--- src/rtl/cfg_route_pkg.sv ---
`timescale 1ns/1ps
package cfg_route_pkg;
  typedef enum logic [1:0] {
    ROUTE_IGNORE  = 2'b00,
    ROUTE_CONVERT = 2'b01,
    ROUTE_DOWN    = 2'b10,
    ROUTE_UP      = 2'b11
  } route_e;

  localparam logic [3:0] CMD_CFG_RD = 4'b1010;
  localparam logic [3:0] CMD_CFG_WR = 4'b1011;
  localparam logic [1:0] LOW_TYPE1  = 2'b01;
endpackage

--- src/rtl/cfg_route_decode.sv ---
`timescale 1ns/1ps
module cfg_route_decode
  import cfg_route_pkg::*;
#(
  parameter int ADDR_W  = 32,
  parameter int BUS_W   = 8,
  parameter int BUS_LSB = 16,
  parameter int DEV_W   = 5,
  parameter int DEV_LSB = 11,
  parameter int FN_W    = 3,
  parameter int FN_LSB  = 8
) (
  input  logic [ADDR_W-1:0] addr_i,
  input  logic [3:0]        cmd_i,
  input  logic [BUS_W-1:0]  sec_bus_i,
  input  logic [BUS_W-1:0]  sub_bus_i,
  output route_e            route_o
);
  logic [BUS_W-1:0] bus;
  logic [DEV_W-1:0] dev;
  logic [FN_W-1:0]  fn;
  logic is_rd, is_wr, is_t1, in_excl, in_incl, bcast;

  assign bus     = addr_i[BUS_LSB +: BUS_W];
  assign dev     = addr_i[DEV_LSB +: DEV_W];
  assign fn      = addr_i[FN_LSB +: FN_W];
  assign is_rd   = (cmd_i == CMD_CFG_RD);
  assign is_wr   = (cmd_i == CMD_CFG_WR);
  assign is_t1   = (addr_i[1:0] == LOW_TYPE1);
  assign in_excl = (bus > sec_bus_i) && (bus <= sub_bus_i);
  assign in_incl = (bus >= sec_bus_i) && (bus <= sub_bus_i);
  assign bcast   = (&dev) && (&fn);

  always_comb begin
    route_o = ROUTE_IGNORE;
    if ((is_rd || is_wr) && is_t1) begin
      if (bus == sec_bus_i)               route_o = ROUTE_CONVERT;
      else if (in_excl)                   route_o = ROUTE_DOWN;
      else if (is_wr && bcast && !in_incl) route_o = ROUTE_UP;
    end
  end
endmodule

--- src/rtl/cfg_route_xlate.sv ---
`timescale 1ns/1ps
module cfg_route_xlate
  import cfg_route_pkg::*;
#(
  parameter int ADDR_W   = 32,
  parameter int N_SEL    = 16,
  parameter int SEL_LSB  = 16,
  parameter int DEV_W    = 5,
  parameter int DEV_LSB  = 11,
  parameter int KEEP_LSB = 2,
  parameter int KEEP_MSB = 10
) (
  input  logic [ADDR_W-1:0] addr_i,
  input  route_e            route_i,
  output logic [ADDR_W-1:0] addr_o,
  output logic              no_target_o
);
  localparam int KEEP_W = KEEP_MSB - KEEP_LSB + 1;

  logic [DEV_W-1:0]  dev;
  logic [N_SEL-1:0]  sel;
  logic [ADDR_W-1:0] conv;

  assign dev = addr_i[DEV_LSB +: DEV_W];

  for (genvar g = 0; g < N_SEL; g++) begin : g_sel
    assign sel[g] = (dev == DEV_W'(g));
  end

  always_comb begin
    conv = '0;
    conv[KEEP_LSB +: KEEP_W] = addr_i[KEEP_LSB +: KEEP_W];
    conv[SEL_LSB +: N_SEL]   = sel;
  end

  always_comb begin
    unique case (route_i)
      ROUTE_CONVERT:       addr_o = conv;
      ROUTE_DOWN, ROUTE_UP: addr_o = addr_i;
      default:             addr_o = '0;
    endcase
  end

  assign no_target_o = (route_i == ROUTE_CONVERT) && !(|sel);
endmodule

--- src/rtl/cfg_route_phase.sv ---
`timescale 1ns/1ps
module cfg_route_phase (
  input  logic clk_i,
  input  logic rst_ni,
  input  logic arm_i,
  input  logic ack_i,
  input  logic clr_i,
  output logic disc_o
);
  logic disc_q;

  always_ff @(posedge clk_i or negedge rst_ni) begin
    if (!rst_ni)             disc_q <= 1'b0;
    else if (clr_i)          disc_q <= 1'b0;
    else if (arm_i && ack_i) disc_q <= 1'b1;
  end

  assign disc_o = disc_q;
endmodule

--- src/rtl/cfg_route.sv ---
`timescale 1ns/1ps
module cfg_route
  import cfg_route_pkg::*;
#(
  parameter int ADDR_W = 32,
  parameter int BUS_W  = 8,
  parameter int N_SEL  = 16
) (
  input  logic              clk_i,
  input  logic              rst_ni,
  input  logic              addr_valid_i,
  input  logic [ADDR_W-1:0] addr_i,
  input  logic [3:0]        cmd_i,
  input  logic [BUS_W-1:0]  sec_bus_i,
  input  logic [BUS_W-1:0]  sub_bus_i,
  input  logic              data_ack_i,
  input  logic              done_i,
  output logic              route_valid_o,
  output logic [1:0]        route_o,
  output logic [ADDR_W-1:0] addr_o,
  output logic              no_target_o,
  output logic              disconnect_o
);
  localparam int BUS_LSB = 16;
  localparam int SEL_LSB = ADDR_W - N_SEL;

  route_e            route_d, route_q;
  logic [ADDR_W-1:0] addr_d, addr_q;
  logic              nt_d, nt_q, valid_q;
  logic              capture, release_h;

  assign capture   = addr_valid_i && !valid_q;
  assign release_h = done_i && valid_q;

  cfg_route_decode #(.ADDR_W(ADDR_W), .BUS_W(BUS_W), .BUS_LSB(BUS_LSB)) u_decode (
    .addr_i   (addr_i),
    .cmd_i    (cmd_i),
    .sec_bus_i(sec_bus_i),
    .sub_bus_i(sub_bus_i),
    .route_o  (route_d)
  );

  cfg_route_xlate #(.ADDR_W(ADDR_W), .N_SEL(N_SEL), .SEL_LSB(SEL_LSB)) u_xlate (
    .addr_i     (addr_i),
    .route_i    (route_d),
    .addr_o     (addr_d),
    .no_target_o(nt_d)
  );

  always_ff @(posedge clk_i or negedge rst_ni) begin
    if (!rst_ni) begin
      valid_q <= 1'b0;
      route_q <= ROUTE_IGNORE;
      addr_q  <= '0;
      nt_q    <= 1'b0;
    end else if (capture) begin
      valid_q <= 1'b1;
      route_q <= route_d;
      addr_q  <= addr_d;
      nt_q    <= nt_d;
    end else if (release_h) begin
      valid_q <= 1'b0;
      route_q <= ROUTE_IGNORE;
      addr_q  <= '0;
      nt_q    <= 1'b0;
    end
  end

  cfg_route_phase u_phase (
    .clk_i (clk_i),
    .rst_ni(rst_ni),
    .arm_i (valid_q && (route_q == ROUTE_CONVERT)),
    .ack_i (data_ack_i),
    .clr_i (release_h),
    .disc_o(disconnect_o)
  );

  assign route_valid_o = valid_q;
  assign route_o       = route_q;
  assign addr_o        = addr_q;
  assign no_target_o   = nt_q;
endmodule

--- config.mk ---
export PLATFORM = sky130hd
export DESIGN_NAME = cfg_route
export DESIGN_NICKNAME = d
export VERILOG_FILES = /design/src/rtl/cfg_route_pkg.sv /design/src/rtl/cfg_route_decode.sv /design/src/rtl/cfg_route_xlate.sv /design/src/rtl/cfg_route_phase.sv /design/src/rtl/cfg_route.sv
export SDC_FILE = /design/constraint.sdc
export NUM_CORES = 1
export LEC_CHECK = 0
export BUFFER_PORTS_ARGS = -buffer_cell sky130_fd_sc_hd__buf_2
export CORE_ASPECT_RATIO = 0.7
export CORE_UTILIZATION = 37
export CTS_BUF_LIST = sky130_fd_sc_hd__clkbuf_4 sky130_fd_sc_hd__clkbuf_8
export DETAILED_ROUTE_END_ITERATION = 10
export PLACE_DENSITY = 0.66
export SLEW_MARGIN = 20
export SYNTH_ARGS = -nofsm -noshare
export SYNTH_HDL_FRONTEND = slang
export SYNTH_SLANG_ARGS = --single-unit
--- constraint.sdc ---
create_clock -name clk_i -period 1.95 [get_ports clk_i]
set_clock_uncertainty 0.15 [all_clocks]
set_input_delay 0.195 -clock clk_i [delete_from_list [all_inputs] [get_ports clk_i]]
set_output_delay 0.195 -clock clk_i [all_outputs]
set_load 0.02 [all_outputs]
Yosys cells after proc, flatten, opt, wreduce, memory -nomap -nowiden
Cells that the tools add are included.

word-level totals
  register bits = 37
  input bits = 57
  logic and storage cells = 67

cells by class
  magnitude comparators = 3
  equality and inequality tests = 23
  muxes and demuxes = 14
  reductions and logical operators = 22

operators by type and width
  kind                                                             count
  32-bit two-way mux                                               2
  32-bit case mux with 2 select lines                              1
  5-bit by 4-bit == test with 1-bit output, second input constant  8
  5-bit by 3-bit == test with 1-bit output, second input constant  4
  16-bit OR reduction                                              1
  2-bit two-way mux                                                6
  1-bit logical AND                                                11
  5-bit by 2-bit == test with 1-bit output, second input constant  2
  4-bit == test, second input constant                             2
  8-bit == test                                                    1
  8-bit greater-or-equal comparator                                1
  8-bit greater-than comparator                                    1
  8-bit less-or-equal comparator                                   1
  2-bit by 1-bit == test with 1-bit output, second input constant  3
  5-bit by 1-bit == test with 1-bit output, second input constant  1
  5-bit zero test                                                  1
  1-bit two-way mux                                                5
  5-bit AND reduction                                              1
  2-bit == test, second input constant                             2
  2-bit nonzero test                                               2
  1-bit zero test                                                  3
  3-bit AND reduction                                              1
  2-bit OR reduction                                               1
  1-bit logical OR                                                 1

Depth between registers and ports, before layout
Gate-level depths: netlist of run 1.

  depth after elaboration = 12
  mapped depth = 9
  depth with buffers taken out = 8

Cells and area by module
From an unflattened synthesis of run 1, not the netlist that was laid out.

second synthesis, totals
  cell total of the unflattened synthesis = 236
  area, all modules = 2,666.3 µm²

by module, submodules not included
  module            instances  cells each  area each (µm²)  sequential area each (µm²)
  cfg_route         1          123         1,754.2          900.9
  cfg_route_decode  1          65          483.0            0.0
  cfg_route_xlate   1          45          395.4            0.0
  cfg_route_phase   1          3           33.8             25.0

Worst setup path before layout of run 1
OpenSTA, ideal clock, no wires.

  path kind = input-to-reg
  from = in sec_bus_i[6]
  to = reg addr_q[16], in the netlist addr_o[16]
  data arrival time = 1,807 ps
  data required time = 1,735 ps
  slack = -72 ps
  stages on the path = 8
  path buffers = 0
  cells stage by stage = inv_1 > ha_1 > nand4_2 > or2_4 > nor4b_4 > or3b_4 > nor2_1 > a221o_2

on the way
  word-level cells in the longest chain between the ends = 12
  elaborated cells between the ends (all ways) = 17
  those cells by class = order compare: 2; eq/ne: 4; mux: 6; reduce/logical: 5

RTL lines
  element                                RTL line                RTL
  from (decl)                            cfg_route.sv:14         input logic [BUS_W-1:0] sec_bus_i,
  8-bit greater-or-equal comparator      cfg_route_decode.sv:31  assign in_incl = (bus >= sec_bus_i) && (bus <= sub_bus_i);
  1-bit logical AND                      cfg_route_decode.sv:31
  1-bit zero test                        cfg_route_decode.sv:39  else if (is_wr && bcast && !in_incl) route_o = ROUTE_UP;
  1-bit logical AND                      cfg_route_decode.sv:39
  2-bit two-way mux                      cfg_route_decode.sv:39
  2-bit two-way mux                      cfg_route_decode.sv:38  else if (in_excl) route_o = ROUTE_DOWN;
  2-bit two-way mux *                    cfg_route_decode.sv:37  if (bus == sec_bus_i) route_o = ROUTE_CONVERT;
  2-bit two-way mux *                    cfg_route_decode.sv:36  if ((is_rd || is_wr) && is_t1) begin
  2-bit == test                          cfg_route_xlate.sv:37   unique case (route_i)
  2-bit OR reduction                     cfg_route_xlate.sv:37
  32-bit case mux with 2 select lines *  cfg_route_xlate.sv:37
  32-bit two-way mux *                   cfg_route.sv:56         end else if (capture) begin
  to (signal assigned)                   cfg_route.sv:59         addr_q <= addr_d;
  to (decl)                              cfg_route.sv:28         logic [ADDR_W-1:0] addr_d, addr_q;

Mark *: on every way between the ends. The rest lies on a longest branch, timed or not.
A chain may end at the register's enable or synchronous reset.

Worst setup path in the final report of run 1
  from = in addr_i[23]
  to = reg addr_q[17], in the netlist addr_o[17]

on the way
  word-level cells in the longest chain between the ends = 12
  elaborated cells between the ends (all ways) = 18
  those cells by class = order compare: 3; eq/ne: 4; mux: 6; reduce/logical: 5

RTL lines
  element                                                                                     RTL line                                        RTL
  from (decl)                                                                                 cfg_route.sv:12                                 input logic [ADDR_W-1:0] addr_i,
  8-bit greater-or-equal comparator / 8-bit less-or-equal comparator (equally long branches)  cfg_route_decode.sv:31, cfg_route_decode.sv:30
  1-bit logical AND                                                                           cfg_route_decode.sv:31
  1-bit zero test                                                                             cfg_route_decode.sv:39
  1-bit logical AND                                                                           cfg_route_decode.sv:39
  2-bit two-way mux                                                                           cfg_route_decode.sv:39
  2-bit two-way mux                                                                           cfg_route_decode.sv:38
  2-bit two-way mux *                                                                         cfg_route_decode.sv:37
  2-bit two-way mux *                                                                         cfg_route_decode.sv:36
  2-bit == test                                                                               cfg_route_xlate.sv:37
  2-bit OR reduction                                                                          cfg_route_xlate.sv:37
  32-bit case mux with 2 select lines *                                                       cfg_route_xlate.sv:37
  32-bit two-way mux *                                                                        cfg_route.sv:56

Marked as above.

==> reports/qor.yml, run 1 <==
outcome: "finished, final reports clean"
leakagePower_nw: 1.62
clock_sinks: 37
groute.usage.overall_pct: 20.1
p_sw_mw: 0.436
holdWs_ns: 0.0544
drive_gt1_share_pct: 48.6
clk_latency_ns: 0.28
drc: 0
root_buffer: "clkbuf_8"
fp.dieW_um: 89.9
postSynthAreaPerCell_um2: 10.9
crit_required_ns: 2.02
final_nets: 385
antenna_cells: 0
grt_max_degree: 38
ios: 94
row_count: 22
p_int_mw: 1.36
syn_area_um2: 2000
max-vdd-ir-drop_mv: 0.258
ys_types: 40
ys.flop_type: "dfrtp_1"
ys_seq_area_share_pct: 46.2
min_period_ns: 1.89
ys_warn_count: 0
cp.arrival_ns: 1.96
worstSetupStartpointType: "input port"
dr.pass1.iters: 4
met1_usage_pct: 27.7
layout.cells.non_filler: 385
gp_routability_congestion: 0.759
busiest_layer: "met2"
ant_nets: 0
start_util_pct: 38.3
clock_path_buffers: 2
use_met2_pct: 30.4
dieArea_um2: 5720
dpl.cell_count: 360
ys_top_cells_by_area: "dfrtp_1, ha_1, a22o_1"
async_flop_share_pct: 100
cp-end-kind: "register"
path_clk_slew_ns: 0.07
cts_buffers: 5
syn-num-nets: 257
htreeDepth: 2
port_buffers: 93
yosysMostFrequentCell: "dfrtp_1"
swShare_pct: 24.2
fin_util_pct: 59.8
wirelength_um: 5510
synth_edf_count: 0
maxCapViolations: 0
sequentialPowerShare_pct: 43.6
met3_usage_pct: 5.80
vias: 1930
place_hpwl_um: 3990
hold_viol: 0
timing.slew.headroom_pct: 69.7
min_period_over_period_pct: 97.0
yosysTopAreaCell: "dfrtp_1"
combPwrFrac_pct: 18.2
grt_pass1_vias: 1833
grt_pass1_wl_um: 8900
synthCells: 184
p_clk_share_pct: 38.2
synth_seq_cells: 37
setup_viol: 0
core_area_um2: 5230
syn_to_final_growth_pct: 56.0
hold_path_class: "in2reg"
max_freq_mhz: 529
cts_tree: "built"
crit_type: "in2reg"
grt.overflow.total: 0
dr.first_iter.drc_count: 72
post_drt_wl_per_cell_um: 14.3
die_h_um: 63.6
antenna_found_initial: 0
yosys-top-cells-count: "dfrtp_1, nor2_1, inv_1"
vias_per_cell: 5.01
max_slew.worst_pin.slew_ns: 0.455
yosysTopAreaCellShare_pct: 46.2
power_density_nw_per_um2: 576
cp_max_fo: 4
finalMaxSlewViolations: 0
-- layout make-up --
| cell class | count | area, µm² |
|---|---|---|
| multi-input combinational | 123 | 1110 |
| tap | 72 | 90.1 |
| timing repair buffer | 128 | 790 |
| sequential | 37 | 926 |
| clock inverter | 1 | 30.0 |
| clock buffer | 7 | 90.1 |
| fill | 465 | 2100 |
| inverter | 17 | 91.3 |
-- power groups by stage --
stage / clock network, mW / registers (mW) / logic (mW)
6_report: 0.687 / 0.784 / 0.328
4_1_cts: 0.699 / 0.784 / 0.324
3_5_place_dp: 0 / 0.798 / 0.297
5_1_grt: 0.751 / 0.784 / 0.366
2_1_floorplan: 0 / 0.796 / 0.141
3_3_place_gp: 0 / 0.798 / 0.295
-- flip-flops by register name, indices dropped and copies added (netlist names) --
name,flops
addr_o,32
no_target_o,1
route_o,2
route_valid_o,1
u_phase.disc_o,1
-- repair_timing --
| action | CTS | global route |
|---|---|---|
| hold buffers | 17 | 0 |
| endpoints found under the setup margin | 0 | 6 |
| setup buffers | 0 | 0 |
| resized for setup | 0 | 5 |
| endpoints found under the hold margin | 54 | 0 |
-- metal layers --
metal	share of wire, %	vias to the layer above
met4	1.5	0
met2	43	56
met1	51	912
met3	4.2	8
met5	0	-
li1	-	954
-- through the flow --
step | setup WS, ns | instance area [µm²] | TNS [ns] | power [mW]
after global placement | -0.296 | 2810 | -5.28 | 1.09
after CTS | 0.0102 | 3100 | 0 | 1.81
after floorplan | -0.0547 | 2140 | -0.171 | 0.938
after detailed placement | -0.272 | 2810 | -5.93 | 1.10
after global routing | -0.00131 | 3130 | -0.00131 | 1.90
final | 0.0591 | 3130 | 0 | 1.80
-- critical path, stage by stage --
cell and delay (ns):
buf_2 0.13, ha_4 0.28, nand4_4 0.11, or2_4 0.29, nor4b_4 0.29, or3b_4 0.44, nor2_2 0.10, a221o_2 0.12
-- cell usage in the layout, fill, tap and decap left out, types with 2 or more instances in the layout --
master         instances
inv_1                  9
a22oi_1                2
inv_4                  4
a21o_1                 3
clkbuf_4               2
nand3b_1               3
buf_2                 92
nand3_1                4
ha_4                   9
ha_1                   7
nand4_1                5
dfrtp_1               37
a221o_2                4
a221o_1               10
nor2_1                19
inv_2                  2
nand2_1                5
clkbuf_8               6
o211ai_1               4
a211oi_2               2
a22o_1                16
a21oi_1                8
buf_4                 16
dlygate4sd3_1         17
o21a_1                 2
-- kinds of logic (layout without fill, tap and decap cells) --
kind of cell,after synthesis,after routing,synth area share [%]
compound gates,57,57,23.8
simple gates,49,49,13.9
flops,37,37,46.2
buf+inv,24,153,5.62
fa+ha+maj,16,16,9.99
mux,1,1,0.500
-- final timing paths --
kind	from	end	slack, ns	depth (start not counted)
max	addr_i[23]	addr_o[17]$_DFFE_PN0P_	0.06	8
min	addr_i[11]	addr_o[11]$_DFFE_PN0P_	0.05	2
max reg2reg	route_valid_o$_DFFE_PN0P_	addr_o[17]$_DFFE_PN0P_	0.17	5
min reg2reg	addr_o[0]$_DFFE_PN0P_	addr_o[0]$_DFFE_PN0P_	0.34	1
max in group asynchronous	rst_ni	addr_o[13]$_DFFE_PN0P_	1.00	3
min in group asynchronous	rst_ni	route_o[0]$_DFFE_PN0P_	0.33	3
No activity file was read; power rests on OpenSTA's default activity.
==> run 2: changes to the inputs <==
- ABC_AREA: default -> 1
- CELL_PAD_IN_SITES_DETAIL_PLACEMENT: default -> 0
- CELL_PAD_IN_SITES_GLOBAL_PLACEMENT: default -> 1
- CORE_UTILIZATION: 37 -> 35
- PLACE_DENSITY: 0.66 -> default
- PLACE_DENSITY_LB_ADDON: default -> 0.1
==> run 2 against run 1 <==
  * Final cell count increased by 34%
  * Clock power up 1%
  * Critical endpoint is now addr_o[21]$_DFFE_PN0P_
  * Design area rose by 2.5%
  * Register-to-register slack improved by 0.14 ns
  * Maximum frequency grew 15%
  * Largest cell class unchanged
  * Largest power group unchanged
  * Critical path depth down 1
  * Total power rose by 2.1%
  * Critical path type is now reg2reg
==> reports/qor.yml, run 2 <==
outcome: "finished, final reports clean"
cts_tree: "built"
p_sw_mw: 0.491  # +13%
yosys-top-cells-count: "nand2_1, dfrtp_1, inv_1"
ys_types: 29  # -28%
vias: 2336  # +21%
clk_latency_ns: 0.28  # about the same
cp-end-kind: "register"
combPwrFrac_pct: 19.7  # +1.5 points
grt_pass1_vias: 2345  # +28%
ys_warn_count: 0  # unchanged
maxCapViolations: 0  # unchanged
p_clk_share_pct: 37.9  # -0.3 points
seqCellArea_um2: 926  # unchanged
sequentialPowerShare_pct: 42.3  # -1.3 points
min_period_ns: 1.64  # -0.249 ns
dr.first_iter.drc_count: 70  # -2.8%
die_h_um: 70.8  # +11%
max-vdd-ir-drop_mv: 0.234  # -9.0%
synth_seq_cells: 37  # unchanged
grt.overflow.total: 0  # unchanged
dpl_worst_slack_ns: 0.0117  # +0.283 ns
root_buffer: "clkbuf_8"
finalMaxSlewViolations: 0  # unchanged
groute.usage.overall_pct: 19.1  # -0.93 points
async_flop_share_pct: 100  # unchanged
syn_to_final_growth_pct: 35.2
syn-num-nets: 385  # +50%
core_area_um2: 6370  # +22%
clock_path_buffers: 2  # unchanged
setup_viol: 0  # unchanged
postSynthAreaPerCell_um2: 7.60  # -30%
max_slew.worst_pin.slew_ns: 0.842  # +0.387 ns
row_count: 24  # +9.1%
timing.slew.headroom_pct: 43.9  # -26 points
yosysTopAreaCell: "dfrtp_1"
final_cell_mix: "nand2_1, buf_2, dfrtp_1"
vias_per_cell: 4.53  # -9.7%
htreeDepth: 2  # unchanged
drc: 0  # unchanged
synthCells: 312  # +70%
crit_required_ns: 1.97  # -0.05 ns
synth_edf_count: 0  # unchanged
worstSetupStartpointType: "register"
cts_buffers: 5  # unchanged
final_common_cell: "nand2_1"
fp.dieW_um: 100  # +12%
swShare_pct: 26.7  # +2.5 points
yosysTopAreaCellShare_pct: 39.1  # -7.2 points
antenna_cells: 0  # unchanged
drive_gt1_share_pct: 32.5  # -16 points
rsz0062_at_grt: "no"
hold_path_class: "in2reg"
path_clk_slew_ns: 0.08  # about the same
yosysMostFrequentCell: "nand2_1"
multi_input_area_um2: 1230  # +11%
gp_routability_congestion: 0.839  # +11%
leakagePower_nw: 1.93  # +19%
start_util_pct: 37.2  # -1.1 points
cts_setup_buffers: 0  # unchanged
wl_met3_um: 384  # +66%
power_density_nw_per_um2: 573  # -0.46%
largest_reg_flops: 32  # unchanged
port_buffers: 93  # unchanged
dr.pass1.iters: 4  # unchanged
min_period_over_period_pct: 84.2  # -13 points
post_drt_wl_per_cell_um: 12.2  # -15%
tns_ns: 0  # unchanged
final_nets: 497  # +29%
antenna_found_initial: 0  # unchanged
cp.arrival_ns: 1.66  # -0.30 ns
crit_type: "reg2reg"
ant_nets: 0  # unchanged
grt_pass1_wl_um: 10700  # +21%
max_freq_mhz: 609  # +15%
wirelength_um: 6310  # +14%
hold_viol: 0  # unchanged
holdWs_ns: 0.00396  # -0.0504 ns
fin_util_pct: 50.3  # -9.4 points
cp_max_fo: 21  # +17
wl_met2_um: 2620  # +10%
wl_met1_um: 3270  # +16%
clock_sinks: 37  # unchanged
grt_max_degree: 38  # unchanged
place_hpwl_um: 4990  # +25%
syn_area_um2: 2370  # +18%
ys_seq_area_share_pct: 39.1  # -7.2 points
post_cts_resized: 0  # unchanged
p_int_mw: 1.35  # -1.3%
dieArea_um2: 7110  # +24%
fin_ws_ns: 0.308  # +0.249 ns
fillers: 664  # +43%
ys.flop_type: "dfrtp_1"
ys_top_cells_by_area: "dfrtp_1, nand2_1, ha_1"
ios: 94  # unchanged
highest_layer: "met4"
run 2: cell types whose count changed in the layout (fill, tap and decap cells not counted), sizes merged, moves of 11 or more:
cell         delta
inv            +20
a221o          -14
a22o           -16
nand2         +129
nand3          +19
dlygate4sd3    -11
run 2: critical path, cell delays in order (launching register included):
cell     delay [ns]
dfrtp_1        0.41
inv_1          0.07
nand2_1        0.17
inv_1          0.20
nor2_2         0.06
buf_4          0.21
a32oi_1        0.19
nand2_1        0.07
run 2: cells by family (layout without fill, tap and decap cells):
family | after synthesis | in the layout | synth area share (%)
compound gates | 23 | 23 | 6.49
fa+ha+maj | 16 | 16 | 8.45
simple gates | 189 | 189 | 37.2
flops | 37 | 37 | 39.1
buf+inv | 47 | 160 | 8.82
run 2: what timing repair did:
| item | 4_1_cts | 5_1_grt |
|---|---|---|
| endpoints found under the setup margin | 0 | 0 |
| endpoints found under the hold margin | 42 | 0 |
| hold buffers | 6 | 0 |
run 2: through the flow:
step | cells | instance area [µm²] | total power [mW]
detailed placement | 502 | 3020 | 1.15
global route | 516 | 3200 | 1.94
global placement | 502 | 3020 | 1.15
CTS | 516 | 3200 | 1.86
finish | 516 | 3200 | 1.84
floorplan | 312 | 2370 | 0.982
run 2: final cells by class:
cell class	count	share of cell area, %
Inverter	37	4.33
Clock inverter	1	0.937
Clock buffer	7	2.81
Multi-Input combinational cell	228	38.5
Tap cell	91	3.55
Timing Repair Buffer	115	20.9
Sequential cell	37	28.9
run 2: final timing paths:
check,from,endpoint,slack (ns),cells after the start
worst min register to register,addr_o[5]$_DFFE_PN0P_,addr_o[5]$_DFFE_PN0P_,0.33,2
max in group asynchronous,rst_ni,no_target_o$_DFFE_PN0P_,0.71,2
worst max register to register,route_valid_o$_DFFE_PN0P_,addr_o[21]$_DFFE_PN0P_,0.31,7
worst max-delay path,route_valid_o$_DFFE_PN0P_,addr_o[21]$_DFFE_PN0P_,0.31,7
worst min-delay path,addr_i[22],addr_o[22]$_DFFE_PN0P_,0.004,3
min in group asynchronous,rst_ni,addr_o[11]$_DFFE_PN0P_,0.40,2
run 2: power groups by stage:
stage / Combinational, mW / Clock, mW / Sequential, mW
after floorplan: 0.182 / 0 / 0.800
after global placement: 0.356 / 0 / 0.792
after detailed placement: 0.356 / 0 / 0.793
after CTS: 0.366 / 0.718 / 0.777
after global routing: 0.414 / 0.749 / 0.778
final: 0.363 / 0.696 / 0.778
run 2: layer usage:
metal,GRT usage (%),up-vias
li1,-,1229
met1,28.5,1028
met2,29.2,75
met3,3.66,4
met4,3.38,0
met5,0,-
